[src/rtl/dcw_pkg.sv]
package dcw_pkg;

    localparam int WORD_W   = 32;
    localparam int CNT_W    = 16;
    localparam int BYTE_W   = 8;

    // Word indices inside one descriptor (behavioural: fetch order and layout)
    localparam logic [2:0] WI_SRC  = 3'd0;
    localparam logic [2:0] WI_DST  = 3'd2;
    localparam logic [2:0] WI_LINK = 3'd4;
    localparam logic [2:0] WI_SIZE = 3'd6;
    localparam logic [2:0] WI_STAT = 3'd7;

    // Control byte bits
    localparam int CB_EOP   = 0;
    localparam int CB_SFIX  = 1;
    localparam int CB_DFIX  = 2;
    localparam int CB_HWOWN = 7;

    typedef enum logic [2:0] {
        WS_IDLE,
        WS_GET_CTL,
        WS_GET_BODY,
        WS_LAUNCH,
        WS_MOVING,
        WS_PUT_STAT,
        WS_WAIT_POLL
    } walk_state_t;

    typedef struct packed {
        logic [WORD_W-1:0] src;
        logic [WORD_W-1:0] dst;
        logic [WORD_W-1:0] link;
        logic [CNT_W-1:0]  size;
        logic [BYTE_W-1:0] ctl;
    } desc_t;

    function automatic logic is_fault(input logic [BYTE_W-1:0] st);
        return |st[5:0];
    endfunction

    function automatic logic [WORD_W-1:0] stat_word(
        input logic [CNT_W-1:0]  moved,
        input logic [BYTE_W-1:0] st,
        input logic [BYTE_W-1:0] ctl,
        input logic              keep_own
    );
        logic [BYTE_W-1:0] c;
        c = ctl;
        if (!keep_own) c[CB_HWOWN] = 1'b0;
        return {c, st, moved};
    endfunction

endpackage

[src/rtl/dcw_poll_timer.sv]
module dcw_poll_timer #(
    parameter int WAIT_W = 8
) (
    input  logic              clk,
    input  logic              rst,
    input  logic              load,
    input  logic [WAIT_W-1:0] load_val,
    output logic              expired
);
    logic [WAIT_W-1:0] remain;

    always_ff @(posedge clk) begin
        if (rst)                 remain <= '0;
        else if (load)           remain <= load_val;
        else if (remain != '0)   remain <= remain - 1'b1;
    end

    assign expired = (remain == '0);

    assert_count_down_R7: assert property (@(posedge clk) disable iff (rst)
        (!load && remain != '0) |=> (remain == $past(remain) - 1'b1));

    assert_load_R7: assert property (@(posedge clk) disable iff (rst)
        load |=> (remain == $past(load_val)));
endmodule

[src/rtl/dcw_desc_capture.sv]
module dcw_desc_capture
    import dcw_pkg::*;
(
    input  logic              clk,
    input  logic              rst,
    input  logic              ctl_we,
    input  logic              body_we,
    input  logic [1:0]        body_sel,
    input  logic [WORD_W-1:0] rdata,
    output desc_t             desc
);
    always_ff @(posedge clk) begin
        if (rst) begin
            desc <= '0;
        end else begin
            if (ctl_we) desc.ctl <= rdata[WORD_W-1 -: BYTE_W];
            if (body_we) begin
                case (body_sel)
                    2'd0:    desc.src  <= rdata;
                    2'd1:    desc.dst  <= rdata;
                    2'd2:    desc.link <= rdata;
                    default: desc.size <= rdata[CNT_W-1:0];
                endcase
            end
        end
    end
endmodule

[src/rtl/dcw_wb_pack.sv]
module dcw_wb_pack
    import dcw_pkg::*;
(
    input  logic [CNT_W-1:0]  moved,
    input  logic [BYTE_W-1:0] st,
    input  logic [BYTE_W-1:0] ctl,
    input  logic              keep_own,
    output logic [WORD_W-1:0] word,
    output logic              fault
);
    always_comb begin
        word  = stat_word(moved, st, ctl, keep_own);
        fault = is_fault(st);
    end
endmodule

[src/rtl/dcw_chain_walker.sv]
module dcw_chain_walker
    import dcw_pkg::*;
#(
    parameter int AW     = 16,
    parameter int WAIT_W = 8
) (
    input  logic              clk,
    input  logic              rst,
    input  logic              go,
    input  logic [31:0]       first_ptr,
    input  logic              cfg_poll_en,
    input  logic [WAIT_W-1:0] cfg_poll_wait,
    input  logic              cfg_stop_on_err,
    input  logic              cfg_keep_own,
    output logic              busy,
    output logic [31:0]       cur_ptr,
    output logic              evt_desc_done,
    output logic              evt_error,
    output logic              evt_chain_end,
    output logic              mem_req,
    output logic              mem_we,
    output logic [AW-1:0]     mem_addr,
    output logic [31:0]       mem_wdata,
    input  logic              mem_ack,
    input  logic [31:0]       mem_rdata,
    output logic              mv_start,
    output logic [31:0]       mv_rd_addr,
    output logic [31:0]       mv_wr_addr,
    output logic [15:0]       mv_len,
    output logic              mv_rd_fixed,
    output logic              mv_wr_fixed,
    input  logic              mv_done,
    input  logic [15:0]       mv_xfer,
    input  logic [7:0]        mv_status
);
    localparam int BODY_N = 4;
    localparam int SEL_W  = $clog2(BODY_N);
    localparam logic [SEL_W-1:0] LAST_SEL = SEL_W'(BODY_N - 1);

    walk_state_t       state;
    logic [SEL_W-1:0]  body_sel;
    logic [CNT_W-1:0]  moved_q;
    logic [BYTE_W-1:0] st_q;
    logic [2:0]        word_off;
    logic              owned;
    logic              poll_load;
    logic              poll_done;
    logic [WORD_W-1:0] wb_word;
    logic              wb_fault;
    desc_t             desc;

    // Word offset of the access in flight
    always_comb begin
        case (body_sel)
            2'd0:    word_off = WI_SRC;
            2'd1:    word_off = WI_DST;
            2'd2:    word_off = WI_LINK;
            default: word_off = WI_SIZE;
        endcase
        if (state != WS_GET_BODY) word_off = WI_STAT;
    end

    assign owned     = mem_rdata[24 + CB_HWOWN];
    assign poll_load = (state == WS_GET_CTL) && mem_ack && !owned && cfg_poll_en;

    assign busy      = (state != WS_IDLE);
    assign mem_req   = (state == WS_GET_CTL) || (state == WS_GET_BODY) || (state == WS_PUT_STAT);
    assign mem_we    = (state == WS_PUT_STAT);
    assign mem_addr  = cur_ptr[AW+1:2] + AW'(word_off);
    assign mem_wdata = wb_word;
    assign mv_start  = (state == WS_LAUNCH);

    assign mv_rd_addr  = desc.src;
    assign mv_wr_addr  = desc.dst;
    assign mv_len      = desc.size;
    assign mv_rd_fixed = desc.ctl[CB_SFIX];
    assign mv_wr_fixed = desc.ctl[CB_DFIX];

    dcw_desc_capture u_capture (
        .clk      (clk),
        .rst      (rst),
        .ctl_we   ((state == WS_GET_CTL) && mem_ack),
        .body_we  ((state == WS_GET_BODY) && mem_ack),
        .body_sel (body_sel),
        .rdata    (mem_rdata),
        .desc     (desc)
    );

    dcw_wb_pack u_pack (
        .moved    (moved_q),
        .st       (st_q),
        .ctl      (desc.ctl),
        .keep_own (cfg_keep_own),
        .word     (wb_word),
        .fault    (wb_fault)
    );

    dcw_poll_timer #(.WAIT_W(WAIT_W)) u_poll (
        .clk      (clk),
        .rst      (rst),
        .load     (poll_load),
        .load_val (cfg_poll_wait),
        .expired  (poll_done)
    );

    always_ff @(posedge clk) begin
        if (rst) begin
            state         <= WS_IDLE;
            cur_ptr       <= '0;
            body_sel      <= '0;
            moved_q       <= '0;
            st_q          <= '0;
            evt_desc_done <= 1'b0;
            evt_error     <= 1'b0;
            evt_chain_end <= 1'b0;
        end else begin
            evt_desc_done <= 1'b0;
            evt_error     <= 1'b0;
            evt_chain_end <= 1'b0;
            case (state)
                WS_IDLE: begin
                    if (go) begin
                        cur_ptr <= first_ptr;
                        state   <= WS_GET_CTL;
                    end
                end
                WS_GET_CTL: begin
                    if (mem_ack) begin
                        if (owned) begin
                            body_sel <= '0;
                            state    <= WS_GET_BODY;
                        end else if (cfg_poll_en) begin
                            state <= WS_WAIT_POLL;
                        end else begin
                            evt_chain_end <= 1'b1;
                            state         <= WS_IDLE;
                        end
                    end
                end
                WS_GET_BODY: begin
                    if (mem_ack) begin
                        if (body_sel == LAST_SEL) state <= WS_LAUNCH;
                        else                      body_sel <= body_sel + 1'b1;
                    end
                end
                WS_LAUNCH: state <= WS_MOVING;
                WS_MOVING: begin
                    if (mv_done) begin
                        moved_q <= mv_xfer;
                        st_q    <= mv_status;
                        state   <= WS_PUT_STAT;
                    end
                end
                WS_PUT_STAT: begin
                    if (mem_ack) begin
                        evt_desc_done <= 1'b1;
                        evt_error     <= wb_fault;
                        cur_ptr       <= desc.link;
                        if (cfg_stop_on_err && wb_fault) begin
                            evt_chain_end <= 1'b1;
                            state         <= WS_IDLE;
                        end else begin
                            state <= WS_GET_CTL;
                        end
                    end
                end
                WS_WAIT_POLL: begin
                    if (poll_done) state <= WS_GET_CTL;
                end
                default: state <= WS_IDLE;
            endcase
        end
    end

    assert_reset_quiet_R1: assert property (@(posedge clk)
        rst |=> (!busy && !mem_req && !mv_start && cur_ptr == '0));

    assert_req_hold_R2: assert property (@(posedge clk) disable iff (rst)
        (mem_req && !mem_ack) |=> (mem_req && $stable(mem_addr) && $stable(mem_we)));

    assert_start_pulse_R3: assert property (@(posedge clk) disable iff (rst)
        mv_start |=> (!mv_start && !mem_req));

    assert_own_clear_R4: assert property (@(posedge clk) disable iff (rst)
        (mem_req && mem_we && !cfg_keep_own) |-> !mem_wdata[31]);

    assert_done_pulse_R5: assert property (@(posedge clk) disable iff (rst)
        evt_desc_done |=> !evt_desc_done);

    assert_idle_silent_R6: assert property (@(posedge clk) disable iff (rst)
        !busy |-> (!mem_req && !mv_start));

    assert_err_with_done_R8: assert property (@(posedge clk) disable iff (rst)
        evt_error |-> evt_desc_done);

    assert_go_ignored_R10: assert property (@(posedge clk) disable iff (rst)
        (busy && go && !evt_desc_done) |=> $stable(cur_ptr) || evt_desc_done);
endmodule

[config.mk]
export PLATFORM = sky130hd
export DESIGN_NAME = dcw_chain_walker
export DESIGN_NICKNAME = d
export VERILOG_FILES = /design/src/rtl/dcw_pkg.sv /design/src/rtl/dcw_poll_timer.sv /design/src/rtl/dcw_desc_capture.sv /design/src/rtl/dcw_wb_pack.sv /design/src/rtl/dcw_chain_walker.sv
export SDC_FILE = /design/constraint.sdc
export NUM_CORES = 1
export LEC_CHECK = 0
export BUFFER_PORTS_ARGS = -buffer_cell sky130_fd_sc_hd__buf_2
export CAP_MARGIN = 20
export CORE_UTILIZATION = 48
export CTS_CLUSTER_SIZE = 12
export DETAILED_ROUTE_END_ITERATION = 10
export GPL_TIMING_DRIVEN = 1
export PLACE_DENSITY = 0.76
export REMOVE_ABC_BUFFERS = 1
export SLEW_MARGIN = 20
export SYNTH_ARGS = -nofsm -noshare
export SYNTH_HDL_FRONTEND = slang
export SYNTH_SLANG_ARGS = --single-unit
[constraint.sdc]
create_clock -name clk -period 9 [get_ports clk]
set_clock_uncertainty 0.15 [all_clocks]
set_input_delay 0.9 -clock clk [delete_from_list [all_inputs] [get_ports clk]]
set_output_delay 0.9 -clock clk [all_outputs]
set_load 0.01 [all_outputs]
# ---- Word-level counts from Yosys, hierarchy flattened
# Index checks and enable logic that the tools add are counted.
# Widths: inputs -> output; s select.
dict set report word_totals {
  register_bits 192
  elab_cells 98
  in_bits 104
}
dict set report op_classes {
  reduce_logical 28
  bitwise 3
  n_eq_ne 19
  n_addsub 3
  muxes 31
}
# operator count
set ops {}
lappend ops {{$mux 32} 2}
lappend ops {{$pmux 32 s2} 1}
lappend ops {{$mux 3} 10}
lappend ops {{$pmux 3 s7} 1}
lappend ops {{$add 16x3->16} 1}
lappend ops {{$mux 8} 2}
lappend ops {{$ne 2x2->1 const B} 7}
lappend ops {{$reduce_and 2->1} 5}
lappend ops {{$eq 3x3->1 const B} 3}
lappend ops {{$pmux 3 s3} 1}
lappend ops {{$logic_not 8->1} 1}
lappend ops {{$mux 1} 8}
lappend ops {{$mux 2} 4}
lappend ops {{$reduce_bool 8->1} 1}
lappend ops {{$sub 8x1->8 const B} 1}
lappend ops {{$reduce_and 7->1} 1}
lappend ops {{$eq 3x2->1 const B} 2}
lappend ops {{$reduce_bool 2->1} 3}
lappend ops {{$reduce_or 3->1} 2}
lappend ops {{$reduce_or 6->1} 1}
lappend ops {{$logic_and 1x1->1} 5}
lappend ops {{$reduce_and 5->1} 1}
lappend ops {{$eq 2x2->1 const B} 2}
lappend ops {{$ne 2x1->1 const B} 2}
lappend ops {{other kinds (14)} 17}

# ---- Longest topological paths before layout
dict set report logic_depth {
  depth_word 5
  ltp_mapped 10
}

# ---- Cells and area by module
# A second synthesis with hierarchy kept.
dict set report hier_totals {
  hier_cells 876
  hier_area_um2 8603.3
}
# module cells_per_inst area_each_um2 n_inst seq_area_each_um2
set by_module_without_submodules {}
lappend by_module_without_submodules {dcw_desc_capture 428 4779.6 1 2402.3}
lappend by_module_without_submodules {dcw_chain_walker 360 3095.5 1 1281.2}
lappend by_module_without_submodules {dcw_poll_timer 53 475.5 1 160.2}
lappend by_module_without_submodules {dcw_wb_pack 35 252.7 1 0.0}

# ---- Least setup slack after synthesis
# No wires, ideal clock.
dict set report synth_path {
  path_type {register -> output}
  startpoint {register state[2]}
  endpoint {output port mem_addr[13]}
  stages_incl_launch_ff 10
  n_path_buf 2
  arrival_ns 2.501
  slack_ns 5.449
  path_cell_list {dfxtp_1 -> clkbuf_1 -> or3b_2 -> clkbuf_1 -> or3_1 -> ha_1 -> a21o_1 -> a21oi_1 -> nor4_1 -> xor2_1}
}
dict set report synth_via {
  elab_chain_len 3
}
# element line_no
set synth_lines {}
lappend synth_lines {{from (decl)} dcw_chain_walker.sv:40} ;# walk_state_t state;
lappend synth_lines {{from (signal assigned)} dcw_chain_walker.sv:108} ;# state <= WS_IDLE;
lappend synth_lines {{from (signal assigned)} dcw_chain_walker.sv:124} ;# state <= WS_GET_CTL;
lappend synth_lines {{from (signal assigned)} dcw_chain_walker.sv:131} ;# state <= WS_GET_BODY;
lappend synth_lines {{$ne 3x2->1} dcw_chain_walker.sv:60} ;# if (state != WS_GET_BODY) word_off = WI_STAT;
lappend synth_lines {{$mux 3} dcw_chain_walker.sv:60}
lappend synth_lines {{$add 16x3->16} dcw_chain_walker.sv:69} ;# assign mem_addr = cur_ptr[AW+1:2] + AW'(word_off);
lappend synth_lines {{to (decl)} dcw_chain_walker.sv:22} ;# output logic [AW-1:0] mem_addr,
# No other way between the ends.

# ---- Worst setup path after layout
dict set report layout_path {
  startpoint {register state[1]}
  endpoint {output port mem_addr[15]}
}
# The elaborated chain is that of the path after synthesis.

==> impl_summary.txt <==
----------------------------------------------------
[Synth]
  Combinational family with the most area after synthesis ... simple AND/OR/NAND/NOR gates
  Share of flip-flops with an asynchronous set or reset after synthesis ... 0%
  Simple logic cell fraction of the synthesized area ... 23.6%
  Share of the yosys chip area belonging to registers ... 45.7%
  Compound-gate portion of the synthesized area ... 14.9%
  Post-synthesis adder-cell area fraction ... 1.72%
  Commonest cells in the synthesized netlist ... 340 x sky130_fd_sc_hd__nand2_1, 192 x sky130_fd_sc_hd__dfxtp_1, 154 x sky130_fd_sc_hd__a21oi_1
  Share of cell area taken by muxes after synthesis ... 0.357%
  Xor/xnor cell area share of the yosys netlist ... 1.77%
  Average instance area after synthesis ... 7.74 µm²
  Count of different cell masters after synthesis ... 53
  Proportion of netlist area held by the largest area contributor ... 45.7%
  Most common flop cell mapped by yosys ... sky130_fd_sc_hd__dfxtp_1
  Netlist area before placement ... 8420 µm²
  EDFF count, synth ... 0
  Post-synth top area cell ... sky130_fd_sc_hd__dfxtp_1
  Number of standard cells after synthesis ... 1,087
  Top-count cell post-synth ... sky130_fd_sc_hd__nand2_1
  Number of synthesis warnings ... 0
  Synthesized flop and latch total ... 192
  Top area cells in the synthesized netlist ... sky130_fd_sc_hd__dfxtp_1 46%, sky130_fd_sc_hd__nand2_1 15%, sky130_fd_sc_hd__a21oi_1 9.2%, sky130_fd_sc_hd__buf_4 7.8%, sky130_fd_sc_hd__a311oi_1 3.3%

[Setup path]
  Setup Crit Path Kind ... reg -> out
  Crit start category ... flip-flop
  Highest fanout seen on the critical path ... 17
  CP startpoint ... state[1]$_SDFFE_PP0P_
  R2r worst-path depth ... 5
  Critical register-to-register path endpoint ... cur_ptr[11]$_SDFFE_PP0P_
  Slack of the worst reg-to-reg path ... 5.95 ns
  Worst setup path end ... mem_addr[15]
  FF-to-FF Start ... state[2]$_SDFFE_PP0P_
  Required time worst endpoint ... 7.95 ns
  Worst endpoint data arrival time ... 3.84 ns
  Critical Path End Type ... output port

[Timing]
  Final critical-path share of the clock period ... 54.3%
  Final Hold Slack ... 0.302 ns
  Upper clock frequency limit ... 204 MHz
  Setup violators final ... 0
  Number of slew-limit violations in the final report ... 0
  Worst slew margin relative to its limit ... 32.5%
  Number of endpoints with negative hold slack in the final report ... 0
  Setup Total Neg Slack ... 0 ns
  Tightest Pin Transition ... 1.01 ns
  Unrepaired setup endpoints after global routing ... false
  Minimum clock period after layout ... 4.89 ns

[Clock network]
  # hold bufs at CTS ... 0
  Quantity of gates resized following cts ... 0
  CTS root buf ... sky130_fd_sc_hd__clkbuf_16
  Clock buffer count from CTS ... 17
  Number of levels in the clock H-tree ... 4
  CTS sink cnt ... 192
  Clk_lat worst skew ... 0.43 ns
  Maximum count of clock buffers along a single path ... 2
  CTS tree ... yes
  Post-CTS repair timing setup buffer count ... 0
  Clock-pin slew on the worst setup and hold paths ... 0.07 ns

[Die]
  Cell Rows ... 48
  Die H ... 134 µm
  Initial cell density of the core ... 48.8%
  Core box area ... 17,200 µm²
  DIE WIDTH ... 134 µm
  Io pins ... 273
  Full die area ... 18,100 µm²

[Global route]
  Vias in the first global route ... 6,793
  Number of antenna violations at the first check in global routing ... 0
  Global-route wire length before repair ... 36.0 mm
  Overflow left after global routing ... 0
  All-Layer GR Usage ... 25.6%
  Largest net degree at the start of global routing ... 117

[Cells and area]
  Antenna diode count ... 0
  Share of final-layout standard cells stronger than drive strength 1 ... 26.1%
  Nets@finish ... 1,338
  # fillers ... 1,643
  Area Overhead vs Synth ... 16.1%

[Routing]
  Via density ... 5.22
  Final WL ... 23.4 mm
  Iteration-0 DRC count of the detailed router ... 536
  Drc violations ... 0
  Routed via count ... 7,624
  1st-pass router iterations ... 5
  Final antenna-violating net count ... 0
  Wirelength per Cell ... 16.0 µm

[Power]
  Ratio of total power to cell area ... 258 nW/µm²
  P_leak ... 4.18 nW
  VDD IR-drop max ... 138 µV

[Placement]
  Port-buffer cells ... 272
  Total half-perimeter wirelength after legalization and detailed placement ... 15.6 mm
  Final weighted congestion of routability-driven global placement ... 0.870

[Flow run]
  Max-cap viol count ... 0

[Worst hold path]
  Worst hold-check path type ... reg -> reg
  Start point of the worst min-delay path ... st_q[6]$_SDFFE_PP0P_

[Status]
  Status ... finished clean

----------------------------------------------------
placed cells by master, fill, tap and decap left out, drive strengths merged, types with 2 or more instances in the layout:
master / n
a21oi: 155
mux2i: 3
nor2: 46
o21ai: 4
dfxtp: 192
a211oi: 2
or3: 3
nor2b: 2
nor3b: 3
a311oi: 32
nor3: 5
xor2: 8
o21a: 3
clkbuf: 18
nand2: 340
or4: 3
nor4: 3
nand4: 2
or3b: 3
o31ai: 2
xnor2: 9
clkinv: 5
nand3: 42
o31a: 2
o211ai: 2
buf: 279
nand2b: 6
inv: 22
and2: 8
ha: 10
a21o: 2
clkinvlp: 2
routing by layer:
layer / vias up / part of all wire, % / GRT usage, %
li1: 3781 / - / -
met1: 3545 / 45 / 33.8
met2: 270 / 47 / 41.7
met3: 28 / 6.6 / 5.52
met4: 0 / 1.6 / 7.93
met5: - / 0 / 0
cell type report:
cell class / count / area [µm²] / area share, %
sequential: 192 / 3840 / 39.4
multi-input combinational: 718 / 3590 / 36.8
timing repair buffer: 279 / 1420 / 14.5
clock buffer: 18 / 429 / 4.39
tap: 225 / 282 / 2.88
clock inverter: 14 / 145 / 1.49
inverter: 15 / 56.3 / 0.576
worst min path at each step:
stage | to | slack (ns) | cells after the start
2_1_floorplan | u_capture.desc[7]$_SDFFE_PP0N_ | 0.28 | 2
3_3_place_gp | u_capture.desc[67]$_SDFFE_PP0P_ | 0.29 | 2
3_5_place_dp | u_capture.desc[12]$_SDFFE_PP0P_ | 0.29 | 2
4_1_cts | u_capture.desc[12]$_SDFFE_PP0P_ | 0.30 | 2
5_1_grt | u_capture.desc[91]$_SDFFE_PP0P_ | 0.32 | 2
6_report | st_q[6]$_SDFFE_PP0P_ | 0.30 | 2
sequential cells by signal (all words and copies together) (netlist names):
register and count:
state 3, moved_q 16, st_q 8, cur_ptr 32
u_capture.desc 120, u_poll.remain 8, body_sel 2, evt_chain_end 1
evt_error 1, evt_desc_done 1
kinds of logic (layout without fill, tap and decap cells):
family / count (synthesis) / after routing
simple gates: 475 / 475
xor+xnor: 17 / 17
compound gates: 212 / 212
fa+ha+maj: 11 / 11
mux: 3 / 3
flops: 192 / 192
buf+inv: 177 / 326
worst max-delay path: stages (launching register included):
cell	delay [ns]
sky130_fd_sc_hd__dfxtp_1	0.77
sky130_fd_sc_hd__or3b_2	0.59
sky130_fd_sc_hd__or3_1	0.37
sky130_fd_sc_hd__ha_1	0.29
sky130_fd_sc_hd__a21o_1	0.15
sky130_fd_sc_hd__a21oi_1	0.64
sky130_fd_sc_hd__nor4_1	0.25
sky130_fd_sc_hd__xor2_1	0.20
sky130_fd_sc_hd__buf_2	0.17
power breakdown:
group          leakage (nW)  total [mW]  switching (mW)  internal [mW]
clock network         0.275       0.737           0.366          0.370
logic                  2.35       0.710           0.430          0.280
registers              1.56        1.07           0.127          0.943
total                  4.18        2.52           0.923           1.59
metrics by stage:
stage / cells / utilization (%) / area, µm² / worst slack [ns] / total power, mW
after detailed placement: 1429 / 53.3 / 9190 / 4.55 / 1.79
after floorplan: 925 / - / 7470 / 5.09 / 1.47
after global routing: 1461 / 56.7 / 9770 / 3.91 / 2.65
final: 1461 / 56.7 / 9770 / 4.11 / 2.52
after CTS: 1461 / 56.6 / 9760 / 4.08 / 2.52
after global placement: 1429 / 53.3 / 9190 / 4.65 / 1.78
Power figures use the tool's default switching activity.
